--- src/rtl/pds_pkg.sv ---
package pds_pkg;

  // Fixed register map; the count block is indexed by domain.
  localparam int ADR_CTRL     = 'h08;
  localparam int ADR_STATUS   = 'h0c;
  localparam int ADR_REQ      = 'h10;
  localparam int ADR_FLAGS    = 'h14;
  localparam int ADR_CNT_BASE = 'h34;
  localparam int CNT_STRIDE   = 8;
  localparam int UP_OFFSET    = 4;
  localparam int ACK_SHIFT    = 16;

  // Strobes from a domain sequencer to the datapath.
  typedef struct packed {
    logic loadDown;
    logic loadUp;
    logic setOff;
    logic setOn;
  } pds_strobe_t;

  typedef enum logic [2:0] {
    ST_ON, ST_REQ, ST_DRAIN, ST_DOWN, ST_OFF, ST_UP, ST_REL, ST_RELIDLE
  } pds_state_t;

endpackage

--- src/rtl/pds_ctrl.sv ---
module pds_ctrl
  import pds_pkg::*;
#(
  parameter int                 NUM_DOM = 4,
  parameter logic [NUM_DOM-1:0] HAS_PWR = 4'b0111,
  parameter logic [NUM_DOM-1:0] HAS_REQ = 4'b1011
) (
  input  logic                       clk,
  input  logic                       rst,
  input  logic [NUM_DOM-1:0]         target,
  input  logic [NUM_DOM-1:0]         cntZero,
  input  logic [NUM_DOM-1:0]         busAck,
  input  logic [NUM_DOM-1:0]         busIdle,
  output logic [NUM_DOM-1:0]         idleReq,
  output logic [NUM_DOM-1:0]         pwrOff,
  output pds_strobe_t [NUM_DOM-1:0]  strb
);

  for (genvar d = 0; d < NUM_DOM; d++) begin : g_dom
    localparam bit PWR = HAS_PWR[d];
    localparam bit REQ = HAS_REQ[d];

    pds_state_t  st, stNext;
    logic        reqQ, reqNext, offQ, offNext;
    pds_strobe_t s;

    always_comb begin
      stNext  = st;
      reqNext = reqQ;
      offNext = offQ;
      s       = '0;
      case (st)
        ST_ON: begin
          if (target[d]) begin
            if (REQ) begin
              reqNext = 1'b1;
              stNext  = ST_REQ;
            end else begin
              offNext    = 1'b1;
              s.loadDown = 1'b1;
              stNext     = ST_DOWN;
            end
          end
        end
        ST_REQ: if (busAck[d]) stNext = ST_DRAIN;
        ST_DRAIN: begin
          if (busIdle[d]) begin
            if (PWR) begin
              offNext    = 1'b1;
              s.loadDown = 1'b1;
              stNext     = ST_DOWN;
            end else begin
              stNext = ST_OFF;
            end
          end
        end
        ST_DOWN: begin
          if (cntZero[d]) begin
            s.setOff = 1'b1;
            stNext   = ST_OFF;
          end
        end
        ST_OFF: begin
          if (!target[d]) begin
            if (PWR) begin
              offNext  = 1'b0;
              s.loadUp = 1'b1;
              stNext   = ST_UP;
            end else begin
              reqNext = 1'b0;
              stNext  = ST_REL;
            end
          end
        end
        ST_UP: begin
          if (cntZero[d]) begin
            s.setOn = 1'b1;
            if (REQ) begin
              reqNext = 1'b0;
              stNext  = ST_REL;
            end else begin
              stNext = ST_ON;
            end
          end
        end
        ST_REL:     if (!busAck[d])  stNext = ST_RELIDLE;
        ST_RELIDLE: if (!busIdle[d]) stNext = ST_ON;
        default:    stNext = ST_ON;
      endcase
    end

    always_ff @(posedge clk) begin
      if (rst) begin
        st   <= ST_ON;
        reqQ <= 1'b0;
        offQ <= 1'b0;
      end else begin
        st   <= stNext;
        reqQ <= reqNext;
        offQ <= offNext;
      end
    end

    assign idleReq[d] = reqQ;
    assign pwrOff[d]  = offQ;
    assign strb[d]    = s;
  end

endmodule

--- src/rtl/pds_datapath.sv ---
module pds_datapath
  import pds_pkg::*;
#(
  parameter int                 NUM_DOM   = 4,
  parameter logic [NUM_DOM-1:0] HAS_PWR   = 4'b0111,
  parameter int                 ADDR_W    = 8,
  parameter int                 CNT_W     = 16,
  parameter int                 CNT_RESET = 24
) (
  input  logic                      clk,
  input  logic                      rst,
  input  logic                      psel,
  input  logic                      penable,
  input  logic                      pwrite,
  input  logic [ADDR_W-1:0]         paddr,
  input  logic [31:0]               pwdata,
  output logic [31:0]               prdata,
  input  pds_strobe_t [NUM_DOM-1:0] strb,
  input  logic [NUM_DOM-1:0]        busAck,
  input  logic [NUM_DOM-1:0]        busIdle,
  input  logic [NUM_DOM-1:0]        idleReq,
  output logic [NUM_DOM-1:0]        target,
  output logic [NUM_DOM-1:0]        cntZero,
  output logic [NUM_DOM-1:0]        statusBits
);

  localparam logic [NUM_DOM-1:0] HS_ONLY = ~HAS_PWR;
  localparam logic [ADDR_W-1:0]  A_CTRL  = ADDR_W'(ADR_CTRL);
  localparam logic [ADDR_W-1:0]  A_STAT  = ADDR_W'(ADR_STATUS);
  localparam logic [ADDR_W-1:0]  A_REQ   = ADDR_W'(ADR_REQ);
  localparam logic [ADDR_W-1:0]  A_FLAGS = ADDR_W'(ADR_FLAGS);

  logic wrEn;
  assign wrEn = psel & penable & pwrite;

  // Target bits: switched domains from the control word, others from 0x10.
  logic [NUM_DOM-1:0] tgtQ;
  always_ff @(posedge clk) begin
    if (rst) begin
      tgtQ <= '0;
    end else if (wrEn) begin
      if (paddr == A_CTRL)
        tgtQ <= (tgtQ & HS_ONLY) | (pwdata[NUM_DOM-1:0] & HAS_PWR);
      else if (paddr == A_REQ)
        tgtQ <= (tgtQ & HAS_PWR) | (pwdata[NUM_DOM-1:0] & HS_ONLY);
    end
  end
  assign target = tgtQ;

  logic [NUM_DOM-1:0][CNT_W-1:0] downView, upView;

  for (genvar d = 0; d < NUM_DOM; d++) begin : g_cnt
    if (HAS_PWR[d]) begin : g_sw
      localparam logic [ADDR_W-1:0] A_DOWN = ADDR_W'(ADR_CNT_BASE + CNT_STRIDE * d);
      localparam logic [ADDR_W-1:0] A_UP   = ADDR_W'(ADR_CNT_BASE + CNT_STRIDE * d + UP_OFFSET);

      logic [CNT_W-1:0] downQ, upQ, cntQ;
      logic             offQ;

      always_ff @(posedge clk) begin
        if (rst) begin
          downQ <= CNT_W'(CNT_RESET);
          upQ   <= CNT_W'(CNT_RESET);
        end else if (wrEn) begin
          if (paddr == A_DOWN) downQ <= pwdata[CNT_W-1:0];
          if (paddr == A_UP)   upQ   <= pwdata[CNT_W-1:0];
        end
      end

      always_ff @(posedge clk) begin
        if (rst)                  cntQ <= '0;
        else if (strb[d].loadDown) cntQ <= downQ;
        else if (strb[d].loadUp)   cntQ <= upQ;
        else if (cntQ != '0)       cntQ <= cntQ - 1'b1;
      end

      always_ff @(posedge clk) begin
        if (rst)                 offQ <= 1'b0;
        else if (strb[d].setOff) offQ <= 1'b1;
        else if (strb[d].setOn)  offQ <= 1'b0;
      end

      assign downView[d]   = downQ;
      assign upView[d]     = upQ;
      assign cntZero[d]    = (cntQ == '0);
      assign statusBits[d] = offQ;
    end else begin : g_hs
      assign downView[d]   = '0;
      assign upView[d]     = '0;
      assign cntZero[d]    = 1'b1;
      assign statusBits[d] = busIdle[d];
    end
  end

  always_comb begin
    prdata = '0;
    if (paddr == A_CTRL) begin
      prdata[NUM_DOM-1:0] = tgtQ & HAS_PWR;
    end else if (paddr == A_STAT) begin
      prdata[NUM_DOM-1:0] = statusBits;
    end else if (paddr == A_REQ) begin
      prdata[NUM_DOM-1:0] = idleReq;
    end else if (paddr == A_FLAGS) begin
      prdata[NUM_DOM-1:0]           = busIdle;
      prdata[ACK_SHIFT +: NUM_DOM]  = busAck;
    end else begin
      for (int d = 0; d < NUM_DOM; d++) begin
        if (paddr == ADDR_W'(ADR_CNT_BASE + CNT_STRIDE * d))
          prdata[CNT_W-1:0] = downView[d];
        if (paddr == ADDR_W'(ADR_CNT_BASE + CNT_STRIDE * d + UP_OFFSET))
          prdata[CNT_W-1:0] = upView[d];
      end
    end
  end

  logic unusedBits;
  assign unusedBits = ^{pwdata, strb};

endmodule

--- src/rtl/pwr_domain_seq.sv ---
module pwr_domain_seq
  import pds_pkg::*;
#(
  parameter int                 NUM_DOM   = 4,
  parameter logic [NUM_DOM-1:0] HAS_PWR   = 4'b0111,
  parameter logic [NUM_DOM-1:0] HAS_REQ   = 4'b1011,
  parameter int                 ADDR_W    = 8,
  parameter int                 CNT_W     = 16,
  parameter int                 CNT_RESET = 24
) (
  input  logic               clk,
  input  logic               rst,
  input  logic               psel,
  input  logic               penable,
  input  logic               pwrite,
  input  logic [ADDR_W-1:0]  paddr,
  input  logic [31:0]        pwdata,
  output logic [31:0]        prdata,
  input  logic [NUM_DOM-1:0] busAck,
  input  logic [NUM_DOM-1:0] busIdle,
  output logic [NUM_DOM-1:0] idleReq,
  output logic [NUM_DOM-1:0] pwrOff
);

  pds_strobe_t [NUM_DOM-1:0] strb;
  logic [NUM_DOM-1:0]        target, cntZero, statusBits;

  pds_ctrl #(
    .NUM_DOM(NUM_DOM), .HAS_PWR(HAS_PWR), .HAS_REQ(HAS_REQ)
  ) u_ctrl (
    .clk(clk), .rst(rst), .target(target), .cntZero(cntZero),
    .busAck(busAck), .busIdle(busIdle), .idleReq(idleReq),
    .pwrOff(pwrOff), .strb(strb)
  );

  pds_datapath #(
    .NUM_DOM(NUM_DOM), .HAS_PWR(HAS_PWR), .ADDR_W(ADDR_W),
    .CNT_W(CNT_W), .CNT_RESET(CNT_RESET)
  ) u_dp (
    .clk(clk), .rst(rst), .psel(psel), .penable(penable), .pwrite(pwrite),
    .paddr(paddr), .pwdata(pwdata), .prdata(prdata), .strb(strb),
    .busAck(busAck), .busIdle(busIdle), .idleReq(idleReq),
    .target(target), .cntZero(cntZero), .statusBits(statusBits)
  );

endmodule

--- config.mk ---
export PLATFORM = sky130hd
export DESIGN_NAME = pwr_domain_seq
export DESIGN_NICKNAME = d
export VERILOG_FILES = /design/src/rtl/pds_pkg.sv /design/src/rtl/pds_ctrl.sv /design/src/rtl/pds_datapath.sv /design/src/rtl/pwr_domain_seq.sv
export SDC_FILE = /design/constraint.sdc
export NUM_CORES = 1
export LEC_CHECK = 0
export ABC_AREA = 1
export BUFFER_PORTS_ARGS = -buffer_cell sky130_fd_sc_hd__buf_4
export CORE_AREA = 2 2 108 188
export DETAILED_ROUTE_END_ITERATION = 10
export DIE_AREA = 0 0 110 190
export GPL_ROUTABILITY_DRIVEN = 0
export GPL_TIMING_DRIVEN = 0
export PLACE_DENSITY_LB_ADDON = 0.05
export SYNTH_ARGS = -nofsm -noshare
export SYNTH_HDL_FRONTEND = slang
export SYNTH_SLANG_ARGS = --single-unit
--- constraint.sdc ---
create_clock -name clk -period 2 [get_ports clk]
set_input_delay 0.3 -clock clk [delete_from_list [all_inputs] [get_ports clk]]
set_output_delay 0.3 -clock clk [all_outputs]
set_load 0.02 [all_outputs]
Word level (Yosys, flattened, before mapping)
Cells that the tools add are included.

Output and inout bits: 40. Bits in registers: 169. Input bits: 53. Word-level logic and storage cells: 249.

Equal/unequal tests: 70. Add/subtract/negate cells: 3. Muxes and demuxes: 109. Reductions and logical operators: 40. Bitwise operators: 4.

Operator list (number): $mux 16 (20); $pmux 3 s8 (4); $mux 3 (30); $ne 2x2->1 const B (26); $eq 3x3->1 const B (16); $logic_not 16->1 (3); $reduce_bool 16->1 (3); $sub 16x1->16 const B (3); $eq 8x7->1 const B (5); $mux 1 (40); $mux 4 (7); $eq 3x2->1 const B (8); $eq 8x6->1 const B (3); $reduce_and 8->1 (3); $eq 8x4->1 const B (2); $eq 8x5->1 const B (2); $reduce_bool 2->1 (8); $reduce_and 3->1 (5); $reduce_bool 3->1 (5); $reduce_and 2->1 (7); $eq 3x1->1 const B (4); $logic_not 3->1 (4); $mux 12 (1); $pmux 1 s2 (5); other kinds (7) (12).

Logic depth before layout (Yosys ltp)
Gate-level depths: netlist (run 1).

Depth after elaboration: 13. Depth in mapped cells: 12. Depth with buffers taken out: 12.

Hierarchy
Synthesis (run 1) repeated with hierarchy kept, for this count alone.

Cell total of the unflattened synthesis: 1498. Area total of the unflattened synthesis: 9967.1 sq um.

Modules (own cells, without submodules): pds_datapath (seq. area each 3022.9 sq um, instances 1, area an instance 8380.5 sq um, cells an instance 1258); pds_ctrl (seq. area each 360.3 sq um, instances 1, area an instance 1586.5 sq um, cells an instance 240).

Least setup slack after synthesis (run 1)
No wires, ideal clock.

Path kind: in2out. From: in paddr[0]. To: out prdata[4]. Arrival: 1508 ps. Path buffers: 2. Data required time: 1700 ps. Path slack: 192 ps. Stages on the path: 7. Path through: inv_1 -> nand2_1 -> nor2_4 -> nand2_2 -> buf_2 -> buf_2 -> a31oi_1.

Cells in the longest elaborated chain, start to end: 13. Elaborated cells between the ends (all ways): 24. Those cells by class: eq/ne: 12; mux: 12.

Ends and longest elaborated chain: start, declared (RTL line pwr_domain_seq.sv:16) `input logic [ADDR_W-1:0] paddr,`; $eq 8x6->1 (RTL line pds_datapath.sv:108) `if (paddr == ADDR_W'(ADR_CNT_BASE + CNT_STRIDE * d))`; $mux 16 (RTL line pds_datapath.sv:108); $mux 16 (RTL line pds_datapath.sv:110) `if (paddr == ADDR_W'(ADR_CNT_BASE + CNT_STRIDE * d + UP_OFFSET))`; $mux 16 (RTL line pds_datapath.sv:108); $mux 16 (RTL line pds_datapath.sv:110); $mux 16 (RTL line pds_datapath.sv:108); $mux 16 (RTL line pds_datapath.sv:110); $mux 16 (RTL line pds_datapath.sv:108); $mux 16 (RTL line pds_datapath.sv:110); $mux 12 (RTL line pds_datapath.sv:103) `end else if (paddr == A_FLAGS) begin`; $mux 16 (RTL line pds_datapath.sv:101) `end else if (paddr == A_REQ) begin`; $mux 16 (RTL line pds_datapath.sv:99) `end else if (paddr == A_STAT) begin`; $mux 16 * (RTL line pds_datapath.sv:97) `if (paddr == A_CTRL) begin`; end, declared (RTL line pwr_domain_seq.sv:18) `output logic [31:0] prdata,`.

Mark *: on every way between the ends. The rest lies on a longest branch, timed or not.

==> results.yml, run 1 <==
status:
  status: "finished with violations"
  violations: "setup timing"
setup_path:
  worst-setup-path-type: "input port to register"
  worstReg2RegStart: "u_dp.g_cnt[2].g_sw.cntQ[0]"
  cp-startpoint: "rst"
  cp_data_required_time_ns: 2.35
  path_max_fanout: 10
  critPathLaunchType: "input port"
  worstPathArrival_ns: 2.36
  end_kind: "register"
die:
  die_h_um: 190
  core.rowCount: 68
  core_area_um2: 19500
  initial_utilization: 0.487
  die_area_um2: 20900
  die_w_um: 110
  pin_count: 93
cts:
  cts_tree: "done"
  cts_hold_repair.buffers: 0
  cts_sinks: 169
  cts_made_buffers: 17
  h-tree-depth: 4
  cts.clk_slew.worst_paths_ns: 0.07
  clock_latency_ns: 0.44
  cts_root_buf: "clkbuf_16"
  clockBufferDepth: 2
pwr:
  pwr-share-comb: 0.415
  seq_power_share: 0.339
  clkPwrFrac: 0.246
  power_uw: 12800
  intPower_uw: 7470
  p_leak_uw: 0.00498
  swShare: 0.415
  vdd_drop_max_mv: 0.635
  power_switching_uw: 5300
  power_density_nw_per_um2: 1090
yosys:
  synthArstFlopShare: 0
  yosys_warnings: 0
  synth.area.mux_share: 0
  ys_ff_latch: 169
  synth-simple-area-share: 0.274
  ys.flop_type: "dfxtp_1"
  synth_compound_area_frac: 0.212
  synthAdderAreaFrac: 0.0145
  synth_xor_area_frac: 0.0203
  synthesis.area_um2: 9490
  syn_inst: 1417
  synth_edf_count: 0
  ys_types: 48
  synth_top_family_by_area: "simple AND/OR/NAND/NOR gates"
  synth-seq-area-share: 0.356
  synth_area_per_cell_um2: 6.70
global_route:
  track_usage: 0.327
  grt_pass1_wl_um: 50600
  grt_pass1_vias: 9259
  grt_max_degree: 17
  antenna_found_initial: 0
  gr-total-overflow: 0
drt:
  antenna_left: 0
  drt_iter0_drc: 695
  viasPerCell: 5.56
  drc: 0
  vias: 9962
  wl_um: 34100
  routedWlPerCell_um: 19.0
  drt_first_pass_iters: 5
sta:
  rsz0062_at_grt: "yes"
  max_slew.worst_pin.slew_ns: 0.983
  hold_ws_ns: 0.168
  max_slew_margin: 0.345
  setup_violations: 2
  hold_violations: 0
  finalCriticalPeriod_ns: 2.01
  fmax_ghz: 0.498
  report.final.slew_viol_count: 0
  finClkSkew_ns: 0.00827
  setup_ws_ns: -0.00885
  finalSetupTns_ns: -0.0155
  period_share: 1.00
worst_hold_path:
  min_path_type: "input port to register"
  worstHoldStart: "pwdata[5]"
placement:
  dp_slack_ns: -0.384
  dp_hpwl_um: 25500
  numPortBuffers: 61
  place_inst: 1736
cells_and_area:
  area_growth_pct: 23.6
  final_cells: 1792
  final_layout_size_suffix_gt1_frac: 0.200
  num-nets-final: 1598
  n_antenna_cell: 0
run:
  cap_violations: 0
-- power by group through the flow --
stage / Sequential (uW) / Combinational, uW / Clock [uW]
floorplan: 4260 / 3910 / 0
global placement: 4380 / 5010 / 0
detailed placement: 4380 / 5040 / 0
CTS: 4310 / 5110 / 3130
global route: 4390 / 6020 / 3270
finish: 4330 / 5300 / 3140
-- repair_timing --
item                       CTS  global route
cloned                       2             3
setup endpoints to repair   30            57
resized for setup           73            87
pin swaps                   16            26
setup buffers               12             7
-- per-stage QoR --
step,util,instance area (um2)
4_1_cts,0.578,11300
5_1_grt,0.602,11700
2_1_floorplan,-,9540
3_5_place_dp,0.529,10300
6_report,0.602,11700
3_3_place_gp,0.529,10300
-- state kept, by name, indices dropped and copies added, names as in the netlist --
name,count
u_dp.g_cnt.g_sw.upQ,48
u_ctrl.g_dom.reqQ,3
u_ctrl.g_dom.st,12
u_dp.target,4
u_dp.g_cnt.g_sw.downQ,48
u_dp.g_cnt.g_sw.cntQ,48
u_ctrl.g_dom.offQ,3
u_dp.g_cnt.g_sw.offQ,3
-- synth_stat cells (2+ instances only) --
cell / instances / area share
a211oi_1: 2 / 0.0016
a21oi_1: 159 / 0.084
a21oi_2: 4 / 0.0037
a22oi_1: 13 / 0.010
a31oi_1: 8 / 0.0053
and2_1: 2 / 0.0013
buf_2: 20 / 0.011
buf_4: 22 / 0.017
buf_6: 12 / 0.014
clkbuf_1: 17 / 0.0067
dfxtp_1: 169 / 0.36
ha_1: 11 / 0.015
inv_1: 164 / 0.065
inv_2: 15 / 0.0059
inv_4: 3 / 0.0020
nand2_1: 231 / 0.091
nand2_2: 9 / 0.0059
nand2_4: 4 / 0.0047
nand3_1: 73 / 0.038
nand3_2: 5 / 0.0053
nand3b_1: 2 / 0.0016
nand4_1: 7 / 0.0046
nor2_1: 207 / 0.082
nor2_2: 4 / 0.0026
nor2_4: 9 / 0.011
nor2_8: 4 / 0.0084
nor3_1: 12 / 0.0063
nor4_1: 11 / 0.0073
o211ai_1: 9 / 0.0071
o21ai_0: 144 / 0.076
o21ai_1: 15 / 0.0079
o22ai_1: 14 / 0.0092
xnor2_1: 9 / 0.0083
xor2_1: 13 / 0.012
-- layer usage --
metal	vias up	routed length, um	share of wire	GRT usage
met2	377	18000	0.53	0.585
met4	0	2000	0.059	0.189
li1	4852	-	-	-
met1	4629	12500	0.37	0.361
met3	104	1670	0.049	0.0397
met5	-	0	0	0
-- cell families (layout without fill, tap and decap cells) --
family	after synthesis	after routing
AOI/OAI and AO/OA	375	375
xor gates and xnor gates	22	22
adders and majority gates	11	11
buffers and inverters	255	372
DFF	169	169
other	1	14
and+or+nand+nor	584	584
-- area by class of cell --
class	instances	area [um2]
Clock inverter	13	96.3
Buffer	72	524
Sequential cell	169	3380
Tap cell	245	307
Inverter	183	719
Multi-Input combinational cell	1006	5430
Clock buffer	19	443
Fill cell	1867	7760
Timing Repair Buffer	85	823
-- path summary, 6_finish.rpt --
path	end	slack, ns	cells after the start
worst min register to register	u_ctrl.g_dom[1].offQ	0.46	2
worst max register to register	u_dp.g_cnt[2].g_sw.cntQ[0]	0.12	10
worst min-delay path	u_dp.g_cnt[1].g_sw.upQ[5]	0.17	3
worst max-delay path	u_dp.target[2]	-0.009	6
-- worst max-delay path: stages --
cell      delay (ns)
buf_2           0.22
inv_1           0.29
buf_2           0.42
clkbuf_1        0.67
o21ai_0         0.24
a21oi_1         0.21
-- layout by cell type, fill, tap and decap left out, drive strengths merged, types with 7 or more instances in the layout --
cell type / synthesis / layout
clkbuf: 17 / 38
a21oi: 163 / 163
nor4: 11 / 11
nand4: 7 / 7
o22ai: 14 / 14
buf: 55 / 138
nand3: 78 / 78
xnor2: 9 / 9
nor3: 13 / 13
a31oi: 8 / 8
conb: 1 / 14
a22oi: 13 / 13
o21ai: 159 / 159
xor2: 13 / 13
ha: 11 / 11
inv: 183 / 186
dfxtp: 169 / 169
o211ai: 9 / 9
nor2: 224 / 224
nand2: 244 / 244
Power figures use the tool's default switching activity.
==> run 2: changes to the inputs <==
PLACE_DENSITY = 0.68   (was unset)
PLACE_DENSITY_LB_ADDON = unset   (was 0.05)
==> run 2 against run 1 <==
- the run still ends with setup timing left
- wire length shrank 0.62%
- combinational power is essentially flat
- critical path depth grew 9
- count of clock-buffer cells in the layout grew 5
- first-iteration DRC count grew 15%
- design area grew 0.37%
- sequential cell count is the same
- sequential share of layout area shrank 0.11 points
- via count grew 1.1%
- core utilization grew 0.22 points
- final cell count grew 0.17%
- hold slack lost 0.0014 ns
==> results.yml, run 2 (same netlist as run 1, synthesis figures left out) <==
status:
  status: "finished with violations"
  violations: "setup timing"
cts:
  cts_sinks: 169
  cts_tree: "done"
  clockBufferDepth: 2
  cts_hold_repair.buffers: 0
  clock_latency_ns: 0.44
  cts_root_buf: "clkbuf_16"
  h-tree-depth: 4
  cts_made_buffers: 17
  cts.clk_slew.worst_paths_ns: 0.06
setup_path:
  regToRegSetupSlack_ns: 0.09
  worst-setup-path-type: "input port to output port"
  worstPathArrival_ns: 1.73
  path_max_fanout: 5
  cp_data_required_time_ns: 1.70
  worstReg2RegStart: "u_dp.g_cnt[0].g_sw.cntQ[0]"
  critPathLaunchType: "input port"
  rr_endpoint: "u_dp.g_cnt[0].g_sw.cntQ[8]"
  reg2reg_depth: 10
  end_kind: "output port"
global_route:
  grt_util_met2: 0.576
  grt_pass1_wl_um: 50100
  grt_busiest_layer: "met2"
  grt_pass1_vias: 9319
  gr-total-overflow: 0
  grt_max_degree: 17
  track_usage: 0.323
  antenna_found_initial: 0
  grtUsageMet1: 0.339
  grt_use_met3: 0.0456
placement:
  dp_hpwl_um: 25200
  dp_slack_ns: -0.316
  numPortBuffers: 61
drt:
  vias: 10100
  viasPerCell: 5.61
  antenna_left: 0
  drt_iter0_drc: 801
  drc: 0
  wl_um: 33900
  routedWlPerCell_um: 18.9
  drt_first_pass_iters: 7
cells_and_area:
  register_area_um2: 3380
  area_growth_pct: 24.0
  num-nets-final: 1601
  layout_commonest_cell: "nand2_1"
  final_layout_size_suffix_gt1_frac: 0.195
  nFillCells: 1855
  layout_common_cells: "216 x nand2_1, 187 x nor2_1, 169 x dfxtp_1"
  multiInputGateArea_um2: 5390
  top_regs: "u_dp.g_cnt.g_sw.cntQ x48, u_dp.g_cnt.g_sw.downQ x48, u_dp.g_cnt.g_sw.upQ x48"
  n_antenna_cell: 0
sta:
  report.final.slew_viol_count: 0
  finClkSkew_ns: 0.00695
  max_slew.worst_pin.slew_ns: 0.982
  hold_violations: 0
  finalCriticalPeriod_ns: 2.03
  period_share: 1.02
  rsz0062_at_grt: "yes"
  setup_ws_ns: -0.0310
  fmax_ghz: 0.492
  setup_violations: 7
  max_slew_margin: 0.345
run:
  cap_violations: 0
die:
  die_w_um: 110
  pin_count: 93
  core_area_um2: 19500
  core.rowCount: 68
  die_area_um2: 20900
  die_h_um: 190
  initial_utilization: 0.487
worst_hold_path:
  holdPathEnd: "u_dp.g_cnt[2].g_sw.downQ[4]"
  min_path_type: "input port to register"
  worstHoldStart: "pwdata[4]"
  hold_depth: 3
pwr:
  vdd_drop_max_mv: 0.552
  power_switching_uw: 5220
  clkPwrFrac: 0.264
  seq_power_share: 0.332
  pwr-share-comb: 0.405
  intPower_uw: 7830
  swShare: 0.400
  power_density_nw_per_um2: 1110
  power_uw: 13100
  p_leak_uw: 0.00504
run 2: final cells by class:
class | instances | area share
multi-input cells | 1006 | 0.458
plain buffers | 72 | 0.0439
repair buffers | 88 | 0.0707
clock buffers | 24 | 0.0426
clock inverters | 8 | 0.00914
well taps | 245 | 0.0260
flip-flops and latches | 169 | 0.287
inverters | 183 | 0.0624
run 2: worst max-delay path: stages:
cell     delay (ns)
buf_6          0.11
inv_4          0.05
nand2_4        0.06
nor2_8         0.20
buf_6          0.13
buf_4          0.09
nand3_1        0.07
o21ai_1        0.12
nor2_1         0.09
nand3_2        0.08
nand2_2        0.07
nand2_1        0.06
nand2_1        0.07
nand2_2        0.09
buf_6          0.12
run 2: worst max-delay path by stage:
| stage | start | end | slack, ns | cells past startpoint |
|---|---|---|---|---|
| finish | paddr[6] | prdata[2] | -0.03 | 15 |
| global placement | paddr[0] | prdata[8] | -0.30 | 10 |
| global route | paddr[5] | prdata[14] | -0.09 | 12 |
| detailed placement | paddr[0] | prdata[8] | -0.32 | 10 |
| floorplan | paddr[0] | prdata[4] | 0.19 | 7 |
| CTS | paddr[1] | prdata[2] | -0.06 | 11 |
run 2: timing repair:
item                                    4_1_cts  5_1_grt
buffers inserted                             10       14
hold endpoints to repair                      0        0
endpoints found under the setup margin       32       44
resized for setup                            59      102
pin swaps                                    11       39
gates cloned                                  2        2
run 2: per-layer routing:
layer | share of wire | vias up | wire length (um)
li1 | - | 4847 | -
met1 | 0.35 | 4665 | 11800
met2 | 0.52 | 426 | 17600
met3 | 0.055 | 136 | 1870
met4 | 0.076 | 0 | 2570
met5 | 0 | - | 0
run 2: metrics by stage:
stage / cell area, um2 / TNS [ns] / utilization / hold WS [ns] / std cells
floorplan: 9540 / 0 / - / 0.426 / 1430
global placement: 10300 / -6.82 / 0.529 / 0.450 / 1736
detailed placement: 10300 / -7.65 / 0.529 / 0.458 / 1736
CTS: 11300 / -0.331 / 0.580 / 0.159 / 1780
global route: 11800 / -0.484 / 0.604 / 0.161 / 1795
finish: 11800 / -0.123 / 0.604 / 0.167 / 1795
run 2: power by group through the flow:
stage	Sequential, uW	Clock [uW]	Combinational (uW)
detailed placement	4390	0	5020
global placement	4390	0	4960
finish	4330	3440	5280
CTS	4320	3450	5100
floorplan	4260	0	3910
global route	4390	3590	5970
